**config.mk**
```make
export PLATFORM = sky130hd
export DESIGN_NAME = hostRegPort
export DESIGN_NICKNAME = d
export VERILOG_FILES = /design/src/rtl/hostRegPkg.sv /design/src/rtl/hostRegSync.sv /design/src/rtl/hostRegCtrl.sv /design/src/rtl/hostRegData.sv /design/src/rtl/hostRegPort.sv
export SDC_FILE = /design/constraint.sdc
export NUM_CORES = 1
export LEC_CHECK = 0
export BUFFER_PORTS_ARGS = -buffer_cell sky130_fd_sc_hd__buf_2
export CAP_MARGIN = 20
export CORE_ASPECT_RATIO = 0.5
export CORE_MARGIN = 2
export CORE_UTILIZATION = 50
export DETAILED_ROUTE_END_ITERATION = 6
export PLACE_DENSITY = 0.8
export SLEW_MARGIN = 15
export SYNTH_ARGS = -nofsm -noshare
export SYNTH_HDL_FRONTEND = slang
export SYNTH_SLANG_ARGS = --single-unit
```
**constraint.sdc**
```tcl
create_clock -name clk -period 10.6 [get_ports clk]
set_clock_uncertainty 0.1 [all_clocks]
set_input_delay 0.53 -clock clk [delete_from_list [all_inputs] [get_ports clk]]
set_output_delay 0.53 -clock clk [all_outputs]
set_load 0.01 [all_outputs]
```
**src/rtl/hostRegPkg.sv**
```systemverilog
package hostRegPkg;
  localparam int DATA_W    = 8;
  localparam int CMD_BITS  = 8;
  localparam int ADDR_W    = CMD_BITS - 1;
  localparam int FRAME_LEN = CMD_BITS + DATA_W;
  localparam int CNT_W     = $clog2(FRAME_LEN + 1);

  // Strobes from frame control to the datapath, all single-cycle except the levels.
  typedef struct packed {
    logic idle;        // level: port not selected or not in host mode
    logic cmdPhase;    // level: fewer than CMD_BITS bits taken so far
    logic sample;      // strobe: take one sdi bit
    logic cmdEdge;     // strobe: last command bit is being taken
    logic commitEdge;  // strobe: last data bit is being taken
    logic shiftOut;    // strobe: present the next read bit
    logic driveWin;    // level: read-data window is open
  } ctrlStrobes_t;

  function automatic logic [DATA_W-1:0] cfgDefault(input int idx);
    return DATA_W'(8'hA0 + idx);
  endfunction
endpackage

```
**src/rtl/hostRegSync.sv**
```systemverilog
module hostRegSync #(
  parameter int   STAGES  = 2,
  parameter logic RST_VAL = 1'b0
) (
  input  logic clk,
  input  logic rstN,
  input  logic d,
  output logic q
);
  logic [STAGES-1:0] pipe;

  always_ff @(posedge clk or negedge rstN) begin
    if (!rstN) pipe <= {STAGES{RST_VAL}};
    else       pipe <= {pipe[STAGES-2:0], d};
  end

  assign q = pipe[STAGES-1];
endmodule

```
**src/rtl/hostRegCtrl.sv**
```systemverilog
module hostRegCtrl
  import hostRegPkg::*;
(
  input  logic         clk,
  input  logic         rstSync,
  input  logic         hostS,
  input  logic         csNS,
  input  logic         sclkS,
  output ctrlStrobes_t ctrl
);
  logic             sclkD;
  logic [CNT_W-1:0] bitCnt;
  logic             driveWin;
  logic             active;
  logic             rise;
  logic             fall;
  logic             room;

  assign active = hostS & ~csNS;
  assign rise   = sclkS & ~sclkD;
  assign fall   = ~sclkS & sclkD;
  assign room   = bitCnt < CNT_W'(FRAME_LEN);

  always_ff @(posedge clk or negedge rstSync) begin
    if (!rstSync) begin
      sclkD    <= 1'b0;
      bitCnt   <= '0;
      driveWin <= 1'b0;
    end else begin
      sclkD <= sclkS;
      if (!active) begin
        bitCnt   <= '0;
        driveWin <= 1'b0;
      end else begin
        if (rise && room) bitCnt <= bitCnt + 1'b1;
        if (fall && bitCnt == CNT_W'(CMD_BITS)) driveWin <= 1'b1;
      end
    end
  end

  always_comb begin
    ctrl            = '0;
    ctrl.idle       = ~active;
    ctrl.cmdPhase   = bitCnt < CNT_W'(CMD_BITS);
    ctrl.sample     = active & rise & room;
    ctrl.cmdEdge    = ctrl.sample & (bitCnt == CNT_W'(CMD_BITS - 1));
    ctrl.commitEdge = ctrl.sample & (bitCnt == CNT_W'(FRAME_LEN - 1));
    ctrl.shiftOut   = active & fall & ~ctrl.cmdPhase & room;
    ctrl.driveWin   = driveWin;
  end
endmodule

```
**src/rtl/hostRegData.sv**
```systemverilog
module hostRegData
  import hostRegPkg::*;
#(
  parameter int              NUM_CFG     = 8,
  parameter int              NUM_ALARM   = 8,
  parameter logic [6:0]      STAT_ADDR   = 7'h20,
  parameter logic [6:0]      STICKY_ADDR = 7'h21
) (
  input  logic                        clk,
  input  logic                        rstSync,
  input  ctrlStrobes_t                ctrl,
  input  logic                        sdiS,
  input  logic [NUM_ALARM-1:0]        alarmIn,
  output logic                        sdo,
  output logic                        sdoEn,
  output logic                        intN,
  output logic [NUM_CFG*DATA_W-1:0]   cfgOut
);
  logic [CMD_BITS-2:0]   cmdSr;
  logic [CMD_BITS-1:0]   cmdNext;
  logic [ADDR_W-1:0]     addrNext;
  logic [ADDR_W-1:0]     addrReg;
  logic                  isRead;
  logic [DATA_W-2:0]     dataSr;
  logic [DATA_W-1:0]     dataNext;
  logic [DATA_W-1:0]     outSr;
  logic [DATA_W-1:0]     rdVal;
  logic                  sdoReg;
  logic [NUM_ALARM-1:0]  alarmPrev;
  logic [NUM_ALARM-1:0]  sticky;
  logic [NUM_ALARM-1:0]  stickyClr;
  logic [DATA_W-1:0]     cfgQ [NUM_CFG];

  assign cmdNext  = {sdiS, cmdSr};
  assign addrNext = cmdNext[CMD_BITS-1:1];
  assign dataNext = {sdiS, dataSr};

  // Frame shift registers and read-out path
  always_ff @(posedge clk or negedge rstSync) begin
    if (!rstSync) begin
      cmdSr   <= '0;
      dataSr  <= '0;
      addrReg <= '0;
      isRead  <= 1'b0;
      outSr   <= '0;
      sdoReg  <= 1'b0;
    end else if (ctrl.idle) begin
      isRead <= 1'b0;
    end else begin
      if (ctrl.sample && ctrl.cmdPhase)  cmdSr  <= cmdNext[CMD_BITS-1:1];
      if (ctrl.sample && !ctrl.cmdPhase) dataSr <= dataNext[DATA_W-1:1];
      if (ctrl.cmdEdge) begin
        addrReg <= addrNext;
        isRead  <= cmdNext[0];
        outSr   <= rdVal;
      end
      if (ctrl.shiftOut) begin
        sdoReg <= outSr[0];
        outSr  <= {1'b0, outSr[DATA_W-1:1]};
      end
    end
  end

  always_comb begin
    rdVal = '0;
    for (int i = 0; i < NUM_CFG; i++) begin
      if (addrNext == ADDR_W'(i)) rdVal = cfgQ[i];
    end
    if (addrNext == STAT_ADDR)   rdVal = DATA_W'(alarmPrev);
    if (addrNext == STICKY_ADDR) rdVal = DATA_W'(sticky);
  end

  // Configuration register file
  for (genvar g = 0; g < NUM_CFG; g++) begin : g_cfg
    logic we;
    assign we = ctrl.commitEdge & ~isRead & (addrReg == ADDR_W'(g));
    always_ff @(posedge clk or negedge rstSync) begin
      if (!rstSync)  cfgQ[g] <= cfgDefault(g);
      else if (we)   cfgQ[g] <= dataNext;
    end
    assign cfgOut[g*DATA_W +: DATA_W] = cfgQ[g];
  end

  // Alarm change tracking, set wins over clear
  assign stickyClr = (ctrl.cmdEdge && cmdNext[0] && addrNext == STICKY_ADDR) ? sticky : '0;

  always_ff @(posedge clk or negedge rstSync) begin
    if (!rstSync) begin
      alarmPrev <= '0;
      sticky    <= '0;
    end else begin
      alarmPrev <= alarmIn;
      sticky    <= (sticky & ~stickyClr) | (alarmIn ^ alarmPrev);
    end
  end

  assign intN  = ~|sticky;
  assign sdo   = sdoReg;
  assign sdoEn = ctrl.driveWin & isRead;
endmodule

```
**src/rtl/hostRegPort.sv**
```systemverilog
module hostRegPort
  import hostRegPkg::*;
#(
  parameter int NUM_CFG   = 8,
  parameter int NUM_ALARM = 8
) (
  input  logic                      clk,
  input  logic                      rstN,
  input  logic                      hostMode,
  input  logic                      csN,
  input  logic                      sclk,
  input  logic                      sdi,
  input  logic [NUM_ALARM-1:0]      alarmIn,
  output logic                      sdo,
  output logic                      sdoEn,
  output logic                      intN,
  output logic [NUM_CFG*DATA_W-1:0] cfgOut
);
  localparam int NUM_SYNC = 4;
  localparam logic [NUM_SYNC-1:0] SYNC_RST = 4'b0100; // csN idles high

  logic [1:0]          rstPipe;
  logic                rstSync;
  logic [NUM_SYNC-1:0] rawIn;
  logic [NUM_SYNC-1:0] synIn;
  ctrlStrobes_t        ctrl;

  always_ff @(posedge clk or negedge rstN) begin
    if (!rstN) rstPipe <= 2'b00;
    else       rstPipe <= {rstPipe[0], 1'b1};
  end
  assign rstSync = rstPipe[1];

  assign rawIn = {hostMode, csN, sclk, sdi};

  for (genvar g = 0; g < NUM_SYNC; g++) begin : g_sync
    hostRegSync #(.STAGES(2), .RST_VAL(SYNC_RST[g])) u_sync (
      .clk (clk),
      .rstN(rstSync),
      .d   (rawIn[g]),
      .q   (synIn[g])
    );
  end

  hostRegCtrl u_ctrl (
    .clk    (clk),
    .rstSync(rstSync),
    .hostS  (synIn[3]),
    .csNS   (synIn[2]),
    .sclkS  (synIn[1]),
    .ctrl   (ctrl)
  );

  hostRegData #(.NUM_CFG(NUM_CFG), .NUM_ALARM(NUM_ALARM)) u_data (
    .clk    (clk),
    .rstSync(rstSync),
    .ctrl   (ctrl),
    .sdiS   (synIn[0]),
    .alarmIn(alarmIn),
    .sdo    (sdo),
    .sdoEn  (sdoEn),
    .intN   (intN),
    .cfgOut (cfgOut)
  );
endmodule

```
==> results.ini <==
[outcome]
status = completed

[placed_design]
dp_hpwl_mm = 10.3
port_buffers = 80
place_congestion = 0.871
place_area_um2 = 6480

[drt]
vias_per_cell = 5.88
detail-route-antenna-nets = 0
wl_per_cell_um = 20.5
vias = 4479
wl_mm = 15.6
firstDrtPassIters = 5
drc = 0
drtIter0Drc = 565

[setup_path]
slowest_delay_ns = 0.94
path_buf_inv = 0
cp_common_cell = ha_1
crit_arrival_ns = 3.34
start_kind = flip-flop
endpoint_kind = flip-flop
critical_path.slowest_cell = nor4bb_2
critical_path.top_delay_family = simple AND/OR/NAND/NOR gates
path_cells = ha_1 > nand2_1 > nor2_1 > ha_1 > nand4_1 > nand2b_4 > nor4bb_2 > mux2_2
worstSetupPathType = flip-flop to flip-flop
critPathMaxFanout = 8
cp.required_ns = 10.80

[floorplanning]
die_h_um = 81.2
core_um2 = 11700
start_util_pct = 50.8
row_count = 28
ios = 81
die_w_um = 158
dieArea_um2 = 12900

[global_route]
grt_max_degree = 66
antenna_found_initial = 0
grt_overflow = 0
grt_pass1_wl_mm = 24.7
gr-usage-all-layers_pct = 25.8
grt_pass1_vias = 4425

[clock_network]
clk_latency_ns = 0.42
cts_tree = built
clkSlewWorstSetupHoldPaths_ns = 0.06
cts_root_buf = clkbuf_16
htreeDepth = 4
post_cts_buffers = 0
clk_path_buf_depth = 2
cts_hold_buf = 1
cts_inserted_buffers = 17
cts_resized = 0
cts.sinks = 128

[synth]
synthCells = 510
synth-seq-area-share_pct = 54.4
yosys_warnings = 0
syn_nets = 527
netlist_area_um2 = 5960
synth.avg_cell_area_um2 = 11.7
synth_cell_types = 66
async_reset_ff_share_pct = 100
synth-seq-cells = 128
synthFlopType = dfrtp_1
synth_edf_count = 0

[power_and_ir_drop]
clock_power_share_pct = 51.4
p_switching_uw = 303
internal_power_uw = 981
peakVddDrop_mv = 0.103
leakage_nw = 3.28
p_per_area_nw_per_um2 = 179
switching_share_pct = 23.6
p_comb_share_pct = 7.1
p_seq_share_pct = 41.5

[timing]
fin_tns_setup_ns = 0
max_freq_mhz = 318
min_period_ns = 3.14
worst_slew_pin_slew_ns = 1.11
slew_viol_final = 0
slew_headroom_pct = 25.1
fin_crit_sh_pct = 29.6
setup_violations = 0
rsz0062_at_grt = no
hold_viol_final = 0
whs_ns = 0.122

[layout]
syn_to_final_growth_pct = 20.1
layout_common_cells = dfrtp_1, mux2_2, buf_2
drive_gt1_share_pct = 41.4
layout_commonest_cell = dfrtp_1
fin_util_pct = 61.0
stdcell_area_um2 = 7160
antennaDiodeCount = 0
nNetsFinal = 601

[worst_hold_path]
hold_path.class = primary input to flip-flop

[flow_run]
cap_violations = 0

[metal layers]
layer / global-route usage [%] / part of all wire (%) / vias up
li1: - / - / 1976
met1: 35.7 / 43 / 2242
met2: 39.1 / 46 / 219
met3: 6.72 / 8.3 / 42
met4: 10.5 / 2.1 / 0
met5: 0 / 0 / -
[cell families after synthesis]
logic type	Yosys count	synth area share [%]
flip-flops	128	54.4
AND/OR/NAND/NOR	159	14.7
XOR/XNOR	10	1.47
adder cells (fa/ha/maj)	3	0.630
buffers and inverters	39	2.71
other	1	0.0629
AO/OA/AOI/OAI	73	7.98
multiplexers	97	18.1
[flip-flops by register name (all words and copies together), names as in the netlist]
| register | cells |
|---|---|
| u_data.addrReg | 7 |
| u_data.dataSr | 7 |
| u_data.isRead | 1 |
| u_data.outSr | 8 |
| u_data.sticky | 8 |
| u_ctrl.driveWin | 1 |
| u_data.cfgOut | 64 |
| rstPipe | 2 |
| u_ctrl.sclkD | 1 |
| u_ctrl.bitCnt | 5 |
| g_sync.u_sync.pipe | 8 |
| u_data.sdo | 1 |
| u_data.alarmPrev | 8 |
| u_data.cmdSr | 7 |
[per-stage QoR]
stage | setup slack (ns) | std cells | power, mW
final | 7.46 | 762 | 1.28
after global routing | 7.35 | 762 | 1.32
after CTS | 7.52 | 762 | 1.28
after detailed placement | 7.57 | 729 | 0.626
after global placement | 7.77 | 729 | 0.624
after floorplan | 6.72 | 510 | 0.603
[Yosys cell counts, types with 8 or more instances]
library cell	n	share of area, %
dfrtp_1	98	41
mux2i_1	12	2.0
xnor2_1	10	1.5
inv_1	9	0.57
nor2b_1	8	0.84
nor3_1	8	0.67
nor2_1	17	1.1
mux2_2	85	16
a21oi_1	24	2.0
clkbuf_1	14	0.88
dfstp_2	30	13
nand2_1	66	4.2
o21ai_0	10	0.84
buf_2	8	0.67
[power groups by stage]
stage	Sequential, mW	Clock, mW	Combinational, mW
4_1_cts	0.531	0.658	0.0893
6_report	0.532	0.659	0.0912
5_1_grt	0.535	0.686	0.0981
3_5_place_dp	0.538	0	0.0877
3_3_place_gp	0.538	0	0.0861
2_1_floorplan	0.521	0	0.0818
[final timing paths]
check                                      endpoint  depth (start not counted)  slack, ns                      from
max                               u_data.cfgOut[27]                          8       7.46          u_ctrl.bitCnt[0]
min                        g_sync[0].u_sync.pipe[0]                          1       0.12                       sdi
max reg2reg                       u_data.cfgOut[27]                          8       7.46          u_ctrl.bitCnt[0]
min reg2reg                g_sync[0].u_sync.pipe[1]                          0       0.25  g_sync[0].u_sync.pipe[0]
max in group asynchronous  g_sync[1].u_sync.pipe[1]                          1       8.80                rstPipe[1]
min in group asynchronous          u_data.cfgOut[1]                          0       0.33                rstPipe[1]
[cell type report]
type | instances | area, µm²
Sequential cell | 128 | 3240
Clock buffer | 23 | 488
Timing Repair Buffer | 85 | 440
Tap cell | 165 | 206
Clock inverter | 9 | 179
Fill cell | 875 | 4580
Multi-Input combinational cell | 343 | 2570
Inverter | 9 | 33.8
Power figures use the tool's default switching activity.
